$ cat src/rtl/lock_pkg.sv
package lock_pkg;
  localparam logic [7:0] CODE_SETUP  = 8'h60;
  localparam logic [7:0] CODE_SOFT   = 8'h01;
  localparam logic [7:0] CODE_HARD   = 8'h2F;
  localparam logic [7:0] CODE_UNLOCK = 8'hD0;

  typedef enum logic { SEQ_IDLE, SEQ_ARMED } seq_state_t;

  typedef enum logic [1:0] {
    OP_NONE,
    OP_SOFT,
    OP_HARD,
    OP_UNLOCK
  } lock_op_t;
endpackage

$ cat src/rtl/lock_seq.sv
module lock_seq
  import lock_pkg::*;
#(
  parameter int NUM_SECT = 39,
  parameter int SECT_W   = $clog2(NUM_SECT)
) (
  input  logic              clk,
  input  logic              rst_n,
  input  logic              cmd_stb,
  input  logic [7:0]        cmd_code,
  input  logic [SECT_W-1:0] cmd_sect,
  output lock_op_t          op,
  output logic [SECT_W-1:0] op_sect
);
  localparam logic [SECT_W-1:0] LAST_SECT = SECT_W'(NUM_SECT - 1);

  seq_state_t state_q, state_d;
  logic       in_range;

  assign in_range = (cmd_sect <= LAST_SECT);
  assign op_sect  = cmd_sect;

  always_comb begin
    state_d = state_q;
    op      = OP_NONE;
    if (cmd_stb) begin
      case (state_q)
        SEQ_IDLE: begin
          if (cmd_code == CODE_SETUP) state_d = SEQ_ARMED;
        end
        SEQ_ARMED: begin
          state_d = SEQ_IDLE;
          if (in_range) begin
            case (cmd_code)
              CODE_SOFT:   op = OP_SOFT;
              CODE_HARD:   op = OP_HARD;
              CODE_UNLOCK: op = OP_UNLOCK;
              default:     op = OP_NONE;
            endcase
          end
        end
        default: state_d = SEQ_IDLE;
      endcase
    end
  end

  always_ff @(posedge clk or negedge rst_n) begin
    if (!rst_n) state_q <= SEQ_IDLE;
    else        state_q <= state_d;
  end


  armed_ends_chk: assert property (@(posedge clk) disable iff (!rst_n)
    (state_q == SEQ_ARMED && cmd_stb) |=> (state_q == SEQ_IDLE));


  idle_no_op_chk: assert property (@(posedge clk) disable iff (!rst_n)
    (state_q == SEQ_IDLE) |-> (op == OP_NONE));
endmodule

$ cat src/rtl/lock_bank.sv
module lock_bank
  import lock_pkg::*;
#(
  parameter int NUM_SECT = 39,
  parameter int SECT_W   = $clog2(NUM_SECT)
) (
  input  logic                clk,
  input  logic                rst_n,
  input  lock_op_t            op,
  input  logic [SECT_W-1:0]   op_sect,
  input  logic                wp_level,
  output logic [NUM_SECT-1:0] soft_q,
  output logic [NUM_SECT-1:0] hard_q
);
  for (genvar i = 0; i < NUM_SECT; i++) begin : g_sect
    logic sel;
    assign sel = (op != OP_NONE) && (op_sect == SECT_W'(i));

    always_ff @(posedge clk or negedge rst_n) begin
      if (!rst_n) begin
        soft_q[i] <= 1'b1;
        hard_q[i] <= 1'b0;
      end else if (sel) begin
        case (op)
          OP_SOFT:   soft_q[i] <= 1'b1;
          OP_HARD:   hard_q[i] <= 1'b1;
          OP_UNLOCK: if (!hard_q[i] || wp_level) soft_q[i] <= 1'b0;
          default:   ;
        endcase
      end
    end


    hard_sticky_chk: assert property (@(posedge clk) disable iff (!rst_n)
      !$fell(hard_q[i]));


    held_unlock_chk: assert property (@(posedge clk) disable iff (!rst_n)
      (op == OP_UNLOCK && op_sect == SECT_W'(i) && hard_q[i] && !wp_level)
        |=> $stable(soft_q[i]));
  end
endmodule

$ cat src/rtl/lock_gate.sv
module lock_gate #(
  parameter int NUM_SECT  = 39,
  parameter int SECT_W    = $clog2(NUM_SECT),
  parameter int WORD_W    = 15,
  parameter int STAT_WORD = 2
) (
  input  logic                clk,
  input  logic                rst_n,
  input  logic [NUM_SECT-1:0] soft_q,
  input  logic [NUM_SECT-1:0] hard_q,
  input  logic                wp_level,
  input  logic                supply_ok,
  input  logic [SECT_W-1:0]   req_sect,
  output logic                req_allow,
  input  logic                id_active,
  input  logic [SECT_W-1:0]   rd_sect,
  input  logic [WORD_W-1:0]   rd_word,
  output logic                rd_lock_hit,
  output logic [1:0]          rd_lock_bits
);
  localparam logic [SECT_W-1:0] LAST_SECT = SECT_W'(NUM_SECT - 1);

  logic req_ok, rd_ok;
  logic req_soft, req_hard;

  assign req_ok   = (req_sect <= LAST_SECT);
  assign rd_ok    = (rd_sect  <= LAST_SECT);
  assign req_soft = req_ok ? soft_q[req_sect] : 1'b1;
  assign req_hard = req_ok ? hard_q[req_sect] : 1'b1;

  assign req_allow = supply_ok && req_ok && !req_soft && (!req_hard || wp_level);

  assign rd_lock_hit  = id_active && rd_ok && (rd_word == WORD_W'(STAT_WORD));
  assign rd_lock_bits = rd_lock_hit ? {hard_q[rd_sect], soft_q[rd_sect]} : 2'b00;


  no_supply_chk: assert property (@(posedge clk) disable iff (!rst_n)
    !supply_ok |-> !req_allow);


  rd_quiet_chk: assert property (@(posedge clk) disable iff (!rst_n)
    !rd_lock_hit |-> (rd_lock_bits == 2'b00));


  range_deny_chk: assert property (@(posedge clk) disable iff (!rst_n)
    (req_sect > LAST_SECT) |-> !req_allow);
endmodule

$ cat src/rtl/sector_lock_ctrl.sv
module sector_lock_ctrl
  import lock_pkg::*;
#(
  parameter int NUM_SECT  = 39,
  parameter int SECT_W    = $clog2(NUM_SECT),
  parameter int WORD_W    = 15,
  parameter int STAT_WORD = 2
) (
  input  logic              clk,
  input  logic              rst_n,
  input  logic              cmd_stb,
  input  logic [7:0]        cmd_code,
  input  logic [SECT_W-1:0] cmd_sect,
  input  logic              wp_level,
  input  logic              supply_ok,
  input  logic [SECT_W-1:0] req_sect,
  output logic              req_allow,
  input  logic              id_active,
  input  logic [SECT_W-1:0] rd_sect,
  input  logic [WORD_W-1:0] rd_word,
  output logic              rd_lock_hit,
  output logic [1:0]        rd_lock_bits
);
  lock_op_t            op;
  logic [SECT_W-1:0]   op_sect;
  logic [NUM_SECT-1:0] soft_q, hard_q;

  lock_seq #(.NUM_SECT(NUM_SECT), .SECT_W(SECT_W)) i_seq (
    .clk(clk), .rst_n(rst_n), .cmd_stb(cmd_stb), .cmd_code(cmd_code),
    .cmd_sect(cmd_sect), .op(op), .op_sect(op_sect)
  );

  lock_bank #(.NUM_SECT(NUM_SECT), .SECT_W(SECT_W)) i_bank (
    .clk(clk), .rst_n(rst_n), .op(op), .op_sect(op_sect),
    .wp_level(wp_level), .soft_q(soft_q), .hard_q(hard_q)
  );

  lock_gate #(.NUM_SECT(NUM_SECT), .SECT_W(SECT_W), .WORD_W(WORD_W),
              .STAT_WORD(STAT_WORD)) i_gate (
    .clk(clk), .rst_n(rst_n), .soft_q(soft_q), .hard_q(hard_q),
    .wp_level(wp_level), .supply_ok(supply_ok), .req_sect(req_sect),
    .req_allow(req_allow), .id_active(id_active), .rd_sect(rd_sect),
    .rd_word(rd_word), .rd_lock_hit(rd_lock_hit), .rd_lock_bits(rd_lock_bits)
  );
endmodule

$ cat config.mk
export PLATFORM = sky130hd
export DESIGN_NAME = sector_lock_ctrl
export DESIGN_NICKNAME = d
export VERILOG_FILES = /design/src/rtl/lock_pkg.sv /design/src/rtl/lock_seq.sv /design/src/rtl/lock_bank.sv /design/src/rtl/lock_gate.sv /design/src/rtl/sector_lock_ctrl.sv
export SDC_FILE = /design/constraint.sdc
export NUM_CORES = 1
export LEC_CHECK = 0
export BUFFER_PORTS_ARGS = -buffer_cell sky130_fd_sc_hd__buf_2
export CAP_MARGIN = 20
export CELL_PAD_IN_SITES_DETAIL_PLACEMENT = 1
export CELL_PAD_IN_SITES_GLOBAL_PLACEMENT = 2
export CORE_MARGIN = 4
export CORE_UTILIZATION = 37
export CTS_BUF_LIST = sky130_fd_sc_hd__clkbuf_4 sky130_fd_sc_hd__clkbuf_8
export DETAILED_ROUTE_END_ITERATION = 16
export PLACE_DENSITY = 0.9
export SYNTH_ARGS = -nofsm -noshare
export SYNTH_HDL_FRONTEND = slang
export SYNTH_SLANG_ARGS = --single-unit
export TNS_END_PERCENT = 10
$ cat constraint.sdc
create_clock -name clk -period 2.55 [get_ports clk]
set_clock_uncertainty 0.05 [all_clocks]
set_input_delay 0.3825 -clock clk [delete_from_list [all_inputs] [get_ports clk]]
set_output_delay 0.3825 -clock clk [all_outputs]
set_load 0.01 [all_outputs]
=== Word-level counts from Yosys, hierarchy flattened ===
Index checks and enable logic that the tools add are counted.

* Magnitude comparators: 5
* Eq/ne operators: 85
* Mux-type cells: 95
* Bitwise gates (word level): 1
* Reductions and logical operators: 206

{| class="wikitable"
|+ Operators with widths
! operator !! count
|-
| 3-bit AND reduction || 39
|-
| 6-bit by 5-bit equality test with 1-bit output (second input constant) || 16
|-
| 1-bit case mux with 2 select lines || 40
|-
| 2-bit by 1-bit inequality test with 1-bit output (second input constant) || 39
|-
| 2-bit AND reduction || 39
|-
| 6-bit by 4-bit equality test with 1-bit output (second input constant) || 8
|-
| 1-bit 2-to-1 mux || 46
|-
| 1-bit logical AND || 44
|-
| 6-bit equality test (second input constant) || 7
|-
| 1-bit logical NOT || 41
|-
| 1-bit logical OR || 40
|-
| 1-bit binary-select mux with 6-bit select || 4
|-
| 6-bit by 3-bit equality test with 1-bit output (second input constant) || 4
|-
| 6-bit <= comparator (second input constant) || 3
|-
| 15-bit by 2-bit equality test with 1-bit output (second input constant) || 1
|-
| 6-bit by 7-bit less-than comparator with 1-bit output (second input constant) || 2
|-
| 6-bit by 2-bit equality test with 1-bit output (second input constant) || 2
|-
| 8-bit by 1-bit equality test with 1-bit output (second input constant) || 1
|-
| 8-bit by 6-bit equality test with 1-bit output (second input constant) || 1
|-
| 8-bit by 7-bit equality test with 1-bit output (second input constant) || 1
|-
| 8-bit equality test (second input constant) || 1
|-
| 2-bit 2-to-1 mux || 4
|-
| 6-bit by 1-bit equality test with 1-bit output (second input constant) || 1
|-
| 6-bit logical NOT || 1
|-
| other kinds (5) || 7
|}

* Flip-flop bits (word level): 79
* Input port bits: 47
* Output and inout bits: 4
* Logic and storage cells: 471

=== Depth between registers and ports, before layout ===
* Depth after elaboration: 8
* Mapped depth: 7
* Mapped depth without buffers: 5

=== Modules after synthesis ===
From an unflattened synthesis, not the netlist that was laid out.

* Cells, all modules: 452
* Area, all modules: 5163.7 µm²

{| class="wikitable"
|+ By module, submodules not included
! module !! instances !! cells each !! area each (µm²) !! seq. area each (µm²)
|-
| lock_bank || 1 || 316 || 3609.7 || 2000.7
|-
| lock_gate || 1 || 112 || 1371.3 || 0.0
|-
| lock_seq || 1 || 24 || 182.7 || 25.0
|}

=== Worst setup path after synthesis ===
Ideal clock, no wire load.

* Path kind: input-to-output
* Start point: in rd_sect[0]
* End point: out rd_lock_bits[1]
* Data arrival time: 2.112 ns
* Required time: 2.118 ns
* Path slack: 0.006 ns
* Stages on the path: 5
* Path buffers: 1
* Cells stage by stage: buf_1 mux4_2 mux4_2 o211ai_1 a21oi_1

* Word-level cells in the longest chain between the ends: 4
* Elaborated cells on any way between the ends: 6
* Those cells by class: order compare (1); mux (3); reduce/logical (2)

{| class="wikitable"
|+ RTL lines
! item !! RTL line !! source
|-
| from (decl) || sector_lock_ctrl.sv:19 || <nowiki>input logic [SECT_W-1:0] rd_sect,</nowiki>
|-
| branches (longest 3 deep; another with 1-bit binary-select mux with 6-bit select) || -- ||
|-
| 2-bit 2-to-1 mux (*) || lock_gate.sv:34 || <nowiki>assign rd_lock_bits = rd_lock_hit ? {hard_q[rd_sect], soft_q[rd_sect]} : 2'b00;</nowiki>
|-
| to (decl) || sector_lock_ctrl.sv:22 || <nowiki>output logic [1:0] rd_lock_bits</nowiki>
|}

Mark *: on every way between the ends. The select of a mux whose other input is x is not followed.

=== Worst setup path after layout ===
* Start point: reg i_bank.hard_q[13]
* End point: out rd_lock_bits[1]

* Word-level cells in the longest chain between the ends: 3

{| class="wikitable"
|+ RTL lines
! item !! RTL line !! source
|-
| from (decl) || lock_bank.sv:13 || <nowiki>output logic [NUM_SECT-1:0] hard_q</nowiki>
|-
| from (signal, indexed assignment) || lock_bank.sv:22 || <nowiki>hard_q[i] <= 1'b0;</nowiki>
|-
| from (signal, indexed assignment) || lock_bank.sv:26 || <nowiki>OP_HARD: hard_q[i] <= 1'b1;</nowiki>
|-
| 1-bit binary-select mux with 6-bit select || lock_gate.sv:34 ||
|-
| 1-bit 2-to-1 mux (implied by the code) || lock_gate.sv:34 ||
|-
| 2-bit 2-to-1 mux || lock_gate.sv:34 ||
|}

Every way passes these cells. The select of a mux whose other input is x is not followed.

==> results.sh <==
export IMPL_status="complete, but fails checks"
export IMPL_violations="negative setup slack"
export IMPL_layout_nets=577
export IMPL_power_internal_uw=1956
export IMPL_wl_met3_um=1287
export IMPL_avgSynthCellArea_um2=10.98
export IMPL_worst_slack_ns=-0.09079
export IMPL_hp_class="in -> reg"
export IMPL_core_area_um2=12820
export IMPL_drc=0
export IMPL_grt_pass1_wl_um=27160
export IMPL_clk_pin_slew_ns=0.08
export IMPL_ys_ff_latch=79
export IMPL_drtIter0Drc=427
export IMPL_period_share=1.036
export IMPL_synthTopCellsByCount="o21ai_0, dfrtp_1, dfstp_2, mux4_2, inv_1"
export IMPL_wl_met2_um=8481
export IMPL_cts_root_buf="clkbuf_8"
export IMPL_io_pins=51
export IMPL_syn_nets=494
export IMPL_finalWirelength_um=17340
export IMPL_critPathKind="reg -> out"
export IMPL_rsz0062_at_grt="yes"
export IMPL_first_global_vias=4905
export IMPL_syn_area_um2=4906
export IMPL_wl_per_cell_um=24.52
export IMPL_holdPathStages=2
export IMPL_final_antenna_net_count=0
export IMPL_yosysMostFrequentCell="o21ai_0"
export IMPL_relSlewSlack=0.4613
export IMPL_vdd_drop_max_mv=0.1934
export IMPL_dpl_cell_count=687
export IMPL_synthTopCellsByArea="dfstp_2, dfrtp_1, mux4_2"
export IMPL_wl_met1_um=7160
export IMPL_fin_cells=707
export IMPL_detailed_place_hpwl_um=13070
export IMPL_vias=4488
export IMPL_rows=41
export IMPL_vias_per_cell=6.348
export IMPL_die_area_um2=15170
export IMPL_die_width_um=123.2
export IMPL_setup_violations=3
export IMPL_hold_slack_ns=0.1751
export IMPL_p_leak_uw=0.002451
export IMPL_ys_seq_area_frac=0.4129
export IMPL_synthArstFlopShare=1.000
export IMPL_cap_violations=0
export IMPL_antenna_cells=0
export IMPL_slew_violations=0
export IMPL_grt_ovfl_total=0
export IMPL_endpoint_kind="primary output"
export IMPL_cp_required_ns=2.12
export IMPL_worst_slew_pin_slew_ns=0.8019
export IMPL_syn_instance_count=447
export IMPL_drive_above_1_share=0.3888
export IMPL_yosysWarnings=0
export IMPL_cp_start_kind="register"
export IMPL_grtUsageTotal=0.2385
export IMPL_final_util=0.4581
export IMPL_area_delta_synth_final_pct=19.77
export IMPL_finalWorstPathRequiredPeriod_ns=2.641
export IMPL_n_fill_cell=1439
export IMPL_port_buffers=50
export IMPL_post_place_ws_ns=-0.1559
export IMPL_dr_pass1_iters=5
export IMPL_clkLatencyLatePin_ns=0.37
export IMPL_p_sw_uw=675.6
export IMPL_multi_input_area_um2=2670
export IMPL_rr_worst_depth=5
export IMPL_cts_buffer_depth=2
export IMPL_worstPathMaxFanout=3
export IMPL_top_layer="met4"
export IMPL_synth_distinct_cells=51
export IMPL_cts_tree="done"
export IMPL_start_util=0.3825
export IMPL_htreeDepth=3
export IMPL_seq_area_um2=2028
export IMPL_fmax_mhz=378.7
export IMPL_clockPowerShare=0.401
export IMPL_switching_share=0.2568
export IMPL_power_density_nw_per_um2=447.8
export IMPL_synth_edf_count=0
export IMPL_synth_top_cell_area_share=0.2089
export IMPL_combPwrFrac=0.122
export IMPL_arrival_ns=2.21
export IMPL_antenna_found_initial=0
export IMPL_clock_sinks=79
export IMPL_gp_congestion=1.000
export IMPL_grt_max_degree=45
export IMPL_cts_buffers=9
export IMPL_fin_tns_setup_ns=-0.1605
export IMPL_die_y_um=123.2
export IMPL_p_seq_frac=0.477
export IMPL_hold_viol_final=0
export IMPL_synth_ff_type="dfrtp_1"
export IMPL_synth_largest_area_cell="dfstp_2"
## critical path, stage by stage, from the launching register on
cell	delay [ns]
dfrtp_1	0.41
mux4_2	0.52
mux4_2	0.51
o211ai_1	0.18
a21oi_1	0.08
buf_2	0.14
## stage by stage
| stage | total power [uW] | cell area (um2) |
|---|---|---|
| 2_1_floorplan | 1433 | 4906 |
| 3_3_place_gp | 1584 | 5612 |
| 3_5_place_dp | 1593 | 5612 |
| 4_1_cts | 2650 | 5876 |
| 5_1_grt | 2717 | 5876 |
| 6_report | 2631 | 5876 |
## power groups by stage
stage          clock network (uW)  registers [uW]  logic [uW]
2_1_floorplan                   0            1280         156
4_1_cts                      1070            1260         321
3_5_place_dp                    0            1280         316
3_3_place_gp                    0            1280         307
6_report                     1050            1260         321
5_1_grt                      1110            1260         346
## cell families after synthesis
group	share of synthesized area
DFF	0.4129
and+or+nand+nor	0.1270
muxes	0.1908
buffers and inverters	0.04590
AOI/OAI and AO/OA	0.2234
## sequential cells by signal, indices dropped and copies added (netlist names)
name           flops
i_bank.hard_q     39
i_bank.soft_q     39
i_seq.state_q      1
## placed cells by master, fill, tap and decap left out, types with 4 or more instances in the layout
| cell | Yosys | routed |
|---|---|---|
| o21bai_1 | 12 | 12 |
| buf_4 | 0 | 50 |
| or2_2 | 4 | 4 |
| nand2b_1 | 15 | 15 |
| a21oi_1 | 8 | 8 |
| dfstp_2 | 39 | 39 |
| o31ai_1 | 9 | 9 |
| buf_2 | 3 | 49 |
| dfrtp_1 | 40 | 38 |
| inv_1 | 26 | 26 |
| o211ai_1 | 4 | 4 |
| clkbuf_8 | 0 | 9 |
| a311oi_1 | 8 | 8 |
| nand2_1 | 11 | 11 |
| nor2b_1 | 17 | 17 |
| a22o_1 | 14 | 14 |
| o22ai_1 | 13 | 13 |
| nor3_1 | 8 | 8 |
| nor4_1 | 6 | 6 |
| nor2_1 | 14 | 14 |
| nand3_1 | 15 | 15 |
| o2111ai_1 | 4 | 4 |
| mux4_2 | 38 | 38 |
| o21ai_0 | 48 | 48 |
| nand4_1 | 5 | 5 |
| a21o_1 | 13 | 13 |
| mux2i_1 | 8 | 8 |
## metal layers
metal,up-vias,global-route usage
li1,1908,-
met1,2352,0.3130
met2,194,0.3993
met3,34,0.04163
met4,0,0.08235
met5,-,0
## worst paths after layout
kind                                          startpoint                       endpoint  slack [ns]
max                        i_bank.hard_q[13]$_DFFE_PN0P_                rd_lock_bits[1]       -0.09
min                                              cmd_stb      i_seq.state_q$_DFFE_PN0P_        0.18
max reg2reg                    i_seq.state_q$_DFFE_PN0P_  i_bank.soft_q[24]$_DFFE_PN1P_        0.41
min reg2reg                i_bank.soft_q[18]$_DFFE_PN1P_  i_bank.soft_q[18]$_DFFE_PN1P_        0.44
max in group asynchronous                          rst_n  i_bank.soft_q[38]$_DFFE_PN1P_        1.22
min in group asynchronous                          rst_n      i_seq.state_q$_DFFE_PN0P_        0.50
## what timing repair did
item                                   CTS  global route
endpoints found under the hold margin   17             0
setup endpoints to repair                3             3
resized for setup                        5             0
pin swaps                                1             0
buffers inserted                         3             0
hold buffers                             1             0
## layout make-up
type / count / area share
clock inverter: 5 / 0.01278
sequential: 79 / 0.3452
multi-input combinational: 313 / 0.4544
timing repair buffer: 101 / 0.1107
inverter: 26 / 0.01661
clock buffer: 11 / 0.02364
tap: 172 / 0.03663
Power figures use the tool's default switching activity.
